### src/rtl/rx_frag_pkg.sv
package rx_frag_pkg;
  localparam int OWN_BIT     = 0;
  localparam int WRAP_BIT    = 1;
  localparam int SOF_BIT     = 30;
  localparam int EOF_BIT     = 31;
  localparam int ST_DONE     = 0;
  localparam int ST_NOBUF    = 1;
  localparam int DESC_STRIDE = 8;
  localparam int HOLD_BYTES  = 4;

  typedef enum logic [2:0] {
    MS_NONE, MS_DESC_RD, MS_BYTE, MS_CTRL, MS_ADDR
  } memSel_e;

  typedef struct packed {
    memSel_e memSel;
    logic    acceptBeat;
    logic    startFrame;
    logic    latchDesc;
    logic    byteDone;
    logic    closeDone;
    logic    closeEof;
    logic    setDone;
    logic    setNoBuf;
  } strobe_t;
endpackage

### src/rtl/rx_frag_ctrl.sv
module rx_frag_ctrl
  import rx_frag_pkg::*;
(
  input  logic    clk,
  input  logic    rstN,
  input  logic    rxEnable,
  input  logic    inValid,
  input  logic    inSof,
  input  logic    inEof,
  input  logic    inErr,
  input  logic    memGnt,
  input  logic    commitIfStart,
  input  logic    commitIfCont,
  input  logic    fragOpen,
  input  logic    fragFull,
  input  logic    descOwned,
  output logic    inReady,
  output logic    memReq,
  output logic    memWe,
  output strobe_t st
);
  typedef enum logic [2:0] {
    S_ACCEPT, S_RDREQ, S_RDWAIT, S_WBYTE, S_CTRL, S_ADDR
  } state_e;
  typedef enum logic [1:0] {CL_CONT, CL_EOF, CL_ABORT} close_e;

  state_e state;
  close_e reason;
  logic   inFrame;
  logic   eofPend;
  logic   beatLive;
  logic   commit;

  always_comb begin
    st       = '0;
    inReady  = (state == S_ACCEPT);
    memReq   = (state == S_RDREQ) || (state == S_WBYTE) ||
               (state == S_CTRL)  || (state == S_ADDR);
    memWe    = (state != S_RDREQ);
    beatLive = inValid && (state == S_ACCEPT) && rxEnable &&
               (inFrame || inSof) && !inErr;
    commit   = inFrame ? commitIfCont : commitIfStart;
    unique case (state)
      S_RDREQ: st.memSel = MS_DESC_RD;
      S_WBYTE: st.memSel = MS_BYTE;
      S_CTRL:  st.memSel = MS_CTRL;
      S_ADDR:  st.memSel = MS_ADDR;
      default: st.memSel = MS_NONE;
    endcase
    st.acceptBeat = beatLive;
    st.startFrame = beatLive && !inFrame;
    st.latchDesc  = (state == S_RDWAIT) && !descOwned;
    st.setNoBuf   = (state == S_RDWAIT) && descOwned;
    st.byteDone   = (state == S_WBYTE) && memGnt;
    st.closeDone  = (state == S_ADDR) && memGnt;
    st.closeEof   = (reason == CL_EOF);
    st.setDone    = (state == S_ADDR) && memGnt && (reason == CL_EOF);
  end

  always_ff @(posedge clk) begin
    if (!rstN) begin
      state   <= S_ACCEPT;
      reason  <= CL_CONT;
      inFrame <= 1'b0;
      eofPend <= 1'b0;
    end else begin
      unique case (state)
        S_ACCEPT: begin
          if (!rxEnable) begin
            inFrame <= 1'b0;
          end else if (inValid) begin
            if (inErr) begin
              if (inFrame && fragOpen) begin
                reason <= CL_ABORT;
                state  <= S_CTRL;
              end
              inFrame <= 1'b0;
            end else if (inFrame || inSof) begin
              inFrame <= 1'b1;
              eofPend <= inEof;
              if (commit) begin
                if (!fragOpen || !inFrame) begin
                  state <= S_RDREQ;
                end else if (fragFull) begin
                  reason <= CL_CONT;
                  state  <= S_CTRL;
                end else begin
                  state <= S_WBYTE;
                end
              end else if (inEof) begin
                if (fragOpen && inFrame) begin
                  reason <= CL_EOF;
                  state  <= S_CTRL;
                end else begin
                  inFrame <= 1'b0;
                end
              end
            end
          end
        end
        S_RDREQ: if (memGnt) state <= S_RDWAIT;
        S_RDWAIT: begin
          if (descOwned) begin
            inFrame <= 1'b0;
            state   <= S_ACCEPT;
          end else begin
            state <= S_WBYTE;
          end
        end
        S_WBYTE: begin
          if (memGnt) begin
            if (eofPend) begin
              reason <= CL_EOF;
              state  <= S_CTRL;
            end else begin
              state <= S_ACCEPT;
            end
          end
        end
        S_CTRL: if (memGnt) state <= S_ADDR;
        S_ADDR: begin
          if (memGnt) begin
            unique case (reason)
              CL_CONT: state <= S_RDREQ;
              CL_EOF: begin
                inFrame <= 1'b0;
                state   <= S_ACCEPT;
              end
              default: state <= S_ACCEPT;
            endcase
          end
        end
        default: state <= S_ACCEPT;
      endcase
    end
  end
endmodule

### src/rtl/rx_frag_path.sv
module rx_frag_path
  import rx_frag_pkg::*;
#(
  parameter int AW        = 32,
  parameter int DEPTH     = 512,
  parameter int BUF_BYTES = 128,
  parameter int LEN_W     = 16
) (
  input  logic          clk,
  input  logic          rstN,
  input  strobe_t       st,
  input  logic          rxEnable,
  input  logic          discardFcs,
  input  logic [AW-1:0] ringBase,
  input  logic [1:0]    intEnable,
  input  logic          statusClrWe,
  input  logic [1:0]    statusClrData,
  input  logic [7:0]    inData,
  input  logic [31:0]   memRData,
  output logic          commitIfStart,
  output logic          commitIfCont,
  output logic          fragOpen,
  output logic          fragFull,
  output logic          descOwned,
  output logic [AW-1:0] memAddr,
  output logic [31:0]   memWData,
  output logic [3:0]    memBe,
  output logic [1:0]    status,
  output logic          irq
);
  localparam int IDX_W = (DEPTH > 1) ? $clog2(DEPTH) : 1;
  localparam int CNT_W = $clog2(BUF_BYTES) + 1;
  localparam int HC_W  = $clog2(HOLD_BYTES) + 1;

  logic [HOLD_BYTES-1:0][7:0] hold;
  logic [HC_W-1:0]  holdCnt;
  logic [HC_W-1:0]  effCnt;
  logic             holdFull;
  logic             commitNow;
  logic [7:0]       pendByte;
  logic [LEN_W-1:0] frameLen;
  logic             firstFrag;
  logic [31:0]      descWord;
  logic             wrapBit;
  logic [CNT_W-1:0] fragCnt;
  logic [AW-1:0]    descPtr;
  logic [IDX_W-1:0] descIdx;
  logic             enPrev;
  logic             enRise;
  logic [AW-1:0]    byteAddr;
  logic [1:0]       setVec;

  assign effCnt        = st.startFrame ? '0 : holdCnt;
  assign holdFull      = (effCnt == HC_W'(HOLD_BYTES));
  assign commitNow     = !discardFcs || holdFull;
  assign commitIfStart = !discardFcs;
  assign commitIfCont  = !discardFcs || (holdCnt == HC_W'(HOLD_BYTES));
  assign fragFull      = (fragCnt == CNT_W'(BUF_BYTES));
  assign descOwned     = memRData[OWN_BIT];
  assign enRise        = rxEnable && !enPrev;
  assign byteAddr      = descWord[AW-1:0] + AW'(fragCnt);

  // Byte hold-back line and frame length
  always_ff @(posedge clk) begin
    if (!rstN) begin
      hold     <= '0;
      holdCnt  <= '0;
      pendByte <= '0;
      frameLen <= '0;
    end else if (st.acceptBeat) begin
      frameLen <= (st.startFrame ? '0 : frameLen) + LEN_W'(commitNow);
      if (discardFcs) begin
        if (holdFull) pendByte <= hold[HOLD_BYTES-1];
        hold    <= {hold[HOLD_BYTES-2:0], inData};
        holdCnt <= holdFull ? effCnt : effCnt + 1'b1;
      end else begin
        pendByte <= inData;
        holdCnt  <= '0;
      end
    end
  end

  // Open fragment and ring pointer
  always_ff @(posedge clk) begin
    if (!rstN) begin
      enPrev    <= 1'b0;
      fragOpen  <= 1'b0;
      firstFrag <= 1'b0;
      descWord  <= '0;
      wrapBit   <= 1'b0;
      fragCnt   <= '0;
      descPtr   <= '0;
      descIdx   <= '0;
    end else begin
      enPrev <= rxEnable;
      if (st.startFrame) begin
        firstFrag <= 1'b1;
        fragOpen  <= 1'b0;
      end
      if (st.latchDesc) begin
        descWord <= {memRData[31:2], 2'b00};
        wrapBit  <= memRData[WRAP_BIT];
        fragCnt  <= '0;
        fragOpen <= 1'b1;
      end
      if (st.byteDone) fragCnt <= fragCnt + 1'b1;
      if (st.closeDone) begin
        fragOpen  <= 1'b0;
        firstFrag <= 1'b0;
        if (wrapBit || descIdx == IDX_W'(DEPTH - 1)) begin
          descPtr <= ringBase;
          descIdx <= '0;
        end else begin
          descPtr <= descPtr + AW'(DESC_STRIDE);
          descIdx <= descIdx + 1'b1;
        end
      end
      if (enRise) begin
        descPtr  <= ringBase;
        descIdx  <= '0;
        fragOpen <= 1'b0;
      end
    end
  end

  // Memory port formatting
  always_comb begin
    memAddr  = descPtr;
    memWData = '0;
    memBe    = 4'hF;
    unique case (st.memSel)
      MS_BYTE: begin
        memAddr  = byteAddr;
        memWData = {4{pendByte}};
        memBe    = 4'b0001 << byteAddr[1:0];
      end
      MS_CTRL: begin
        memAddr                = descPtr + AW'(4);
        memWData[EOF_BIT]      = st.closeEof;
        memWData[SOF_BIT]      = firstFrag;
        memWData[LEN_W-1:0]    = st.closeEof ? frameLen : '0;
      end
      MS_ADDR: begin
        memWData           = descWord;
        memWData[WRAP_BIT] = wrapBit;
        memWData[OWN_BIT]  = 1'b1;
      end
      default: ;
    endcase
  end

  // Sticky status, set over clear
  assign setVec = {st.setNoBuf, st.setDone};
  for (genvar b = 0; b < 2; b++) begin : g_status
    always_ff @(posedge clk) begin
      if (!rstN) status[b] <= 1'b0;
      else status[b] <= setVec[b] ||
                        (status[b] && !(statusClrWe && statusClrData[b]));
    end
  end
  assign irq = |(status & intEnable);
endmodule

### src/rtl/rx_frag_writer.sv
module rx_frag_writer
  import rx_frag_pkg::*;
#(
  parameter int AW        = 32,
  parameter int DEPTH     = 512,
  parameter int BUF_BYTES = 128,
  parameter int LEN_W     = 16
) (
  input  logic          clk,
  input  logic          rstN,
  input  logic          rxEnable,
  input  logic          discardFcs,
  input  logic [AW-1:0] ringBase,
  input  logic [1:0]    intEnable,
  input  logic          statusClrWe,
  input  logic [1:0]    statusClrData,
  input  logic          inValid,
  output logic          inReady,
  input  logic [7:0]    inData,
  input  logic          inSof,
  input  logic          inEof,
  input  logic          inErr,
  output logic          memReq,
  output logic          memWe,
  output logic [AW-1:0] memAddr,
  output logic [31:0]   memWData,
  output logic [3:0]    memBe,
  input  logic          memGnt,
  input  logic [31:0]   memRData,
  output logic [1:0]    status,
  output logic          irq
);
  strobe_t st;
  logic    commitIfStart;
  logic    commitIfCont;
  logic    fragOpen;
  logic    fragFull;
  logic    descOwned;

  rx_frag_ctrl u_ctrl (
    .clk(clk), .rstN(rstN), .rxEnable(rxEnable),
    .inValid(inValid), .inSof(inSof), .inEof(inEof), .inErr(inErr),
    .memGnt(memGnt), .commitIfStart(commitIfStart),
    .commitIfCont(commitIfCont), .fragOpen(fragOpen),
    .fragFull(fragFull), .descOwned(descOwned),
    .inReady(inReady), .memReq(memReq), .memWe(memWe), .st(st)
  );

  rx_frag_path #(
    .AW(AW), .DEPTH(DEPTH), .BUF_BYTES(BUF_BYTES), .LEN_W(LEN_W)
  ) u_path (
    .clk(clk), .rstN(rstN), .st(st), .rxEnable(rxEnable),
    .discardFcs(discardFcs), .ringBase(ringBase), .intEnable(intEnable),
    .statusClrWe(statusClrWe), .statusClrData(statusClrData),
    .inData(inData), .memRData(memRData),
    .commitIfStart(commitIfStart), .commitIfCont(commitIfCont),
    .fragOpen(fragOpen), .fragFull(fragFull), .descOwned(descOwned),
    .memAddr(memAddr), .memWData(memWData), .memBe(memBe),
    .status(status), .irq(irq)
  );
endmodule

### config.mk
export PLATFORM = sky130hd
export DESIGN_NAME = rx_frag_writer
export DESIGN_NICKNAME = d
export VERILOG_FILES = /design/src/rtl/rx_frag_pkg.sv /design/src/rtl/rx_frag_ctrl.sv /design/src/rtl/rx_frag_path.sv /design/src/rtl/rx_frag_writer.sv
export SDC_FILE = /design/constraint.sdc
export NUM_CORES = 1
export LEC_CHECK = 0
export BUFFER_PORTS_ARGS = -buffer_cell sky130_fd_sc_hd__buf_2
export CORE_MARGIN = 2
export CORE_UTILIZATION = 50
export CTS_BUF_LIST = sky130_fd_sc_hd__clkbuf_4 sky130_fd_sc_hd__clkbuf_8 sky130_fd_sc_hd__clkbuf_16
export CTS_CLUSTER_SIZE = 14
export DETAILED_ROUTE_END_ITERATION = 8
export PLACE_DENSITY = 0.8
export SLEW_MARGIN = 40
export SYNTH_ARGS = -nofsm -noshare
export SYNTH_HDL_FRONTEND = slang
export SYNTH_SLANG_ARGS = --single-unit
export TNS_END_PERCENT = 30
### constraint.sdc
create_clock -name clk -period 8.35 [get_ports clk]
set_input_delay 0.4175 -clock clk [delete_from_list [all_inputs] [get_ports clk]]
set_output_delay 0.4175 -clock clk [all_outputs]
set_load 0.02 [all_outputs]
==> run summary <==
Power
- **highest ir drop seen on vdd** 0.0001662 V
- **Comb power frac** 7.7%
- **static power due to leakage** 0.003984 uW
- **Sequential Power Share** 43.3%
- **part of the power in the clock network** 48.9%
- **Int Power** 1278 uW
- **power density over the cells** 162.6 nW/um^2
- **reported net switching power** 451.2 uW
- **switching power share of the total** 26.10%

STA
- **Setup-failing EPs final** 0
- **final clock skew** 9.396 ps
- **hold violation total from the final report** 0
- **RSZ-0062 raised after global routing** no
- **part of the cycle the worst path needs** 47.42%
- **total negative setup slack** 0 ps
- **worst slew pin tran** 862.4 ps
- **worst slack on hold paths** 217.9 ps
- **final worst-path setup slack** 4390 ps
- **Final Critical Period** 3960 ps
- **Pins Over Slew Limit** 0
- **Achievable Freq** 252.5 MHz
- **Max transition margin** 42.12%

Floorplanning
- **Rows** 49
- **die height** 139.4 um
- **Initial Utilization** 51.01%
- **core footprint** 17960 um^2
- **Die X-Extent** 139.4 um
- **Total Die Area** 19430 um^2
- **top-level port count** 160

Synthesis
- **post-synthesis average cell area** 7.438 um^2
- **synthesized-area fraction occupied by adder cells** 2.676%
- **complex-gate fraction of the synthesized area** 26.01%
- **net count after synthesis** 1337
- **Cells after Synth** 1232
- **Post-synth top cells** 234 x sky130_fd_sc_hd__nand2_1, 151 x sky130_fd_sc_hd__dfxtp_1, 122 x sky130_fd_sc_hd__a21oi_1
- **fraction of registers with async set/reset** 0%
- **synthesized-area fraction occupied by and/or/nand/nor cells** 27.02%
- **area share of xor/xnor cells in the synthesized design** 3.536%
- **EDFF count, synth** 0
- **most used flip-flop cell after synthesis** sky130_fd_sc_hd__dfxtp_1
- **yosys warns** 0
- **most frequently used cell type in the post-synthesis netlist** sky130_fd_sc_hd__nand2_1
- **Mapped Area** 9164 um^2
- **mux share of post-synthesis cell area** 2.744%
- **cell types with the largest area share after synthesis** sky130_fd_sc_hd__dfxtp_1 33%, sky130_fd_sc_hd__nand2_1 9.6%, sky130_fd_sc_hd__a21oi_1 6.7%, sky130_fd_sc_hd__o21ai_0 3.4%, sky130_fd_sc_hd__clkbuf_1 3.4%
- **number of register bits inferred by synthesis** 151
- **portion of synthesized cell area occupied by the leading cell type** 32.99%
- **sequential element share of the synthesized area** 32.99%
- **main combinational cell family by area after synthesis** simple AND/OR/NAND/NOR gates
- **cell type with the highest aggregate area in the netlist** sky130_fd_sc_hd__dfxtp_1
- **number of distinct library cell variants in the gate-level netlist after synthesis** 72

Global route
- **number of antenna violations at the first check in global routing** 0
- **total global routing track utilization** 28.60%
- **final global-route overflow total** 0
- **largest net degree at the start of global routing** 94
- **global-route wire length before repair** 45.08 mm
- **vias in the first global route** 8543

Worst setup path
- **Critical Path End Type** register
- **Worst path max stage delay** 600 ps
- **crit path max-delay cell type** sky130_fd_sc_hd__nand4_1
- **CP required** 8730 ps
- **launching element type of the critical path** register
- **most repeated library cell on the critical path** sky130_fd_sc_hd__ha_1
- **Data arrival, critical path** 4340 ps
- **critical path peak fanout** 25
- **critical setup path kind** reg -> reg
- **crit-path cells** nor4_1 -> nand4_1 -> and2_1 -> inv_1 -> ha_1 -> nand2_1 -> o21ai_0 -> ha_1 -> nand3_1 -> or4_1 -> a21oi_1 -> a31o_1
- **minimum setup slack among reg-to-reg paths** 4390 ps

CTS
- **clock insertion delay at the later pin of the skew report** 440 ps
- **Root Buffer Master** sky130_fd_sc_hd__clkbuf_16
- **clock tree from TritonCTS** done
- **Hold-fix buffers, CTS** 0
- **maximum count of clock buffers along a single path** 2
- **TritonCTS Buffers** 17
- **clock tree sinks** 151
- **clock edge transition at the registers on the reported setup and hold paths** 70 ps
- **number of H-tree branching levels** 4
- **Gates resized, CTS repair** 0
- **number of post-CTS setup repair buffers** 0

Final layout
- **filler-free cell count of the finished design** 1567
- **fraction of final layout cells with drive strength greater than 1** 17.34%
- **final core utilization** 59.18%
- **Layout area overhead** 16.00%
- **final antenna diode count** 0
- **final net count** 1430

Placement
- **port buffer count** 159
- **number of cells after detailed placement** 1535
- **total half-perimeter wirelength after legalization and detailed placement** 20.61 mm
- **routability congestion estimate** 0.9664
- **dpl ws** 4545 ps

Detailed routing
- **ANT nets after route** 0
- **vias per cell** 6.296
- **number of DRC markers after the initial detailed-route iteration** 1340
- **final wirelength** 29.06 mm
- **post-detailed-route DRC marker count** 0
- **DR pass1 iterations** 6
- **via count** 9866
- **mean routed wirelength per cell** 18.54 um

Worst hold path
- **Tightest Hold Check Type** in -> reg

Run
- **number of maximum-capacitance violations** 0

Outcome
- **result of the run** finished clean

## through the flow
stage,power (uW),cell area (um^2)
after floorplan,843.6,9164
after global placement,893.7,9961
after detailed placement,895.5,9971
after CTS,1729,10610
after global routing,1775,10630
final,1729,10630
## layout make-up
| cell class | count | area [um^2] |
|---|---|---|
| Tap cell | 229 | 286.5 |
| Fill cell | 1626 | 7333 |
| Sequential cell | 151 | 3023 |
| Clock buffer | 19 | 452.9 |
| Multi-Input combinational cell | 963 | 5717 |
| Clock inverter | 13 | 181.4 |
| Inverter | 21 | 80.08 |
| Timing Repair Buffer | 171 | 889.6 |
## critical path: cells and delay by family (launching register included)
family,cells,cell delay (ps)
adders and majority gates,2,540
buffers and inverters,1,60
AOI/OAI and AO/OA,3,510
and+or+nand+nor,6,2240
DFF,1,530
## registers in the layout, summed over array words and instances (netlist names), 2 cells and up
name / cells
u_path.frameLen: 16
u_ctrl.state: 3
u_path.descIdx: 9
u_path.holdCnt: 3
u_path.descWord: 30
u_path.descPtr: 32
u_ctrl.reason: 2
u_path.status: 2
u_path.pendByte: 8
u_path.hold: 32
u_path.fragCnt: 8
## power groups by stage
stage / Combinational, uW / Clock (uW) / Sequential (uW)
2_1_floorplan: 90.8 / 0 / 753
3_3_place_gp: 130 / 0 / 763
3_5_place_dp: 132 / 0 / 764
4_1_cts: 132 / 849 / 748
5_1_grt: 146 / 879 / 750
6_report: 134 / 846 / 749
## cells in the final DEF, fill, tap and decap left out, types with 13 or more instances in the layout
cell type / Yosys / final
sky130_fd_sc_hd__a211oi_1: 22 / 22
sky130_fd_sc_hd__a21o_1: 21 / 21
sky130_fd_sc_hd__a21oi_1: 122 / 122
sky130_fd_sc_hd__a221o_1: 16 / 16
sky130_fd_sc_hd__and3_1: 13 / 13
sky130_fd_sc_hd__buf_2: 7 / 159
sky130_fd_sc_hd__clkbuf_16: 0 / 17
sky130_fd_sc_hd__dfxtp_1: 151 / 151
sky130_fd_sc_hd__ha_1: 18 / 18
sky130_fd_sc_hd__inv_1: 20 / 20
sky130_fd_sc_hd__mux2i_1: 15 / 15
sky130_fd_sc_hd__nand2_1: 234 / 233
sky130_fd_sc_hd__nand2b_1: 13 / 13
sky130_fd_sc_hd__nand3_1: 49 / 49
sky130_fd_sc_hd__nand4_1: 43 / 43
sky130_fd_sc_hd__nor2_1: 77 / 75
sky130_fd_sc_hd__nor3_1: 17 / 14
sky130_fd_sc_hd__o211ai_1: 17 / 17
sky130_fd_sc_hd__o21ai_0: 63 / 62
sky130_fd_sc_hd__o31ai_1: 13 / 13
sky130_fd_sc_hd__xnor2_1: 19 / 19
sky130_fd_sc_hd__xor2_1: 18 / 18
## cells by family after synthesis
kind of cell,count (synthesis)
compound gates,366
xor+xnor,37
fa+ha+maj,19
buf+inv,118
flops,151
mux,24
simple gates,517
## final timing paths
check / start / to / depth (start not counted)
worst max-delay path: u_ctrl.state[1] / u_path.frameLen[5] / 12
worst min register to register: u_path.hold[17] / u_path.hold[25] / 2
worst max register to register: u_ctrl.state[1] / u_path.frameLen[5] / 12
worst min-delay path: memRData[23] / u_path.descWord[23] / 3
## per-layer routing
layer  share of wire, %  wire, um  track usage (%)
met1                 42     12200            39.04
met2                 46     13230            44.66
met3                9.5      2756            6.091
met4                3.0       874            10.42
met5                  0         0                0
Power figures use the tool's default switching activity.
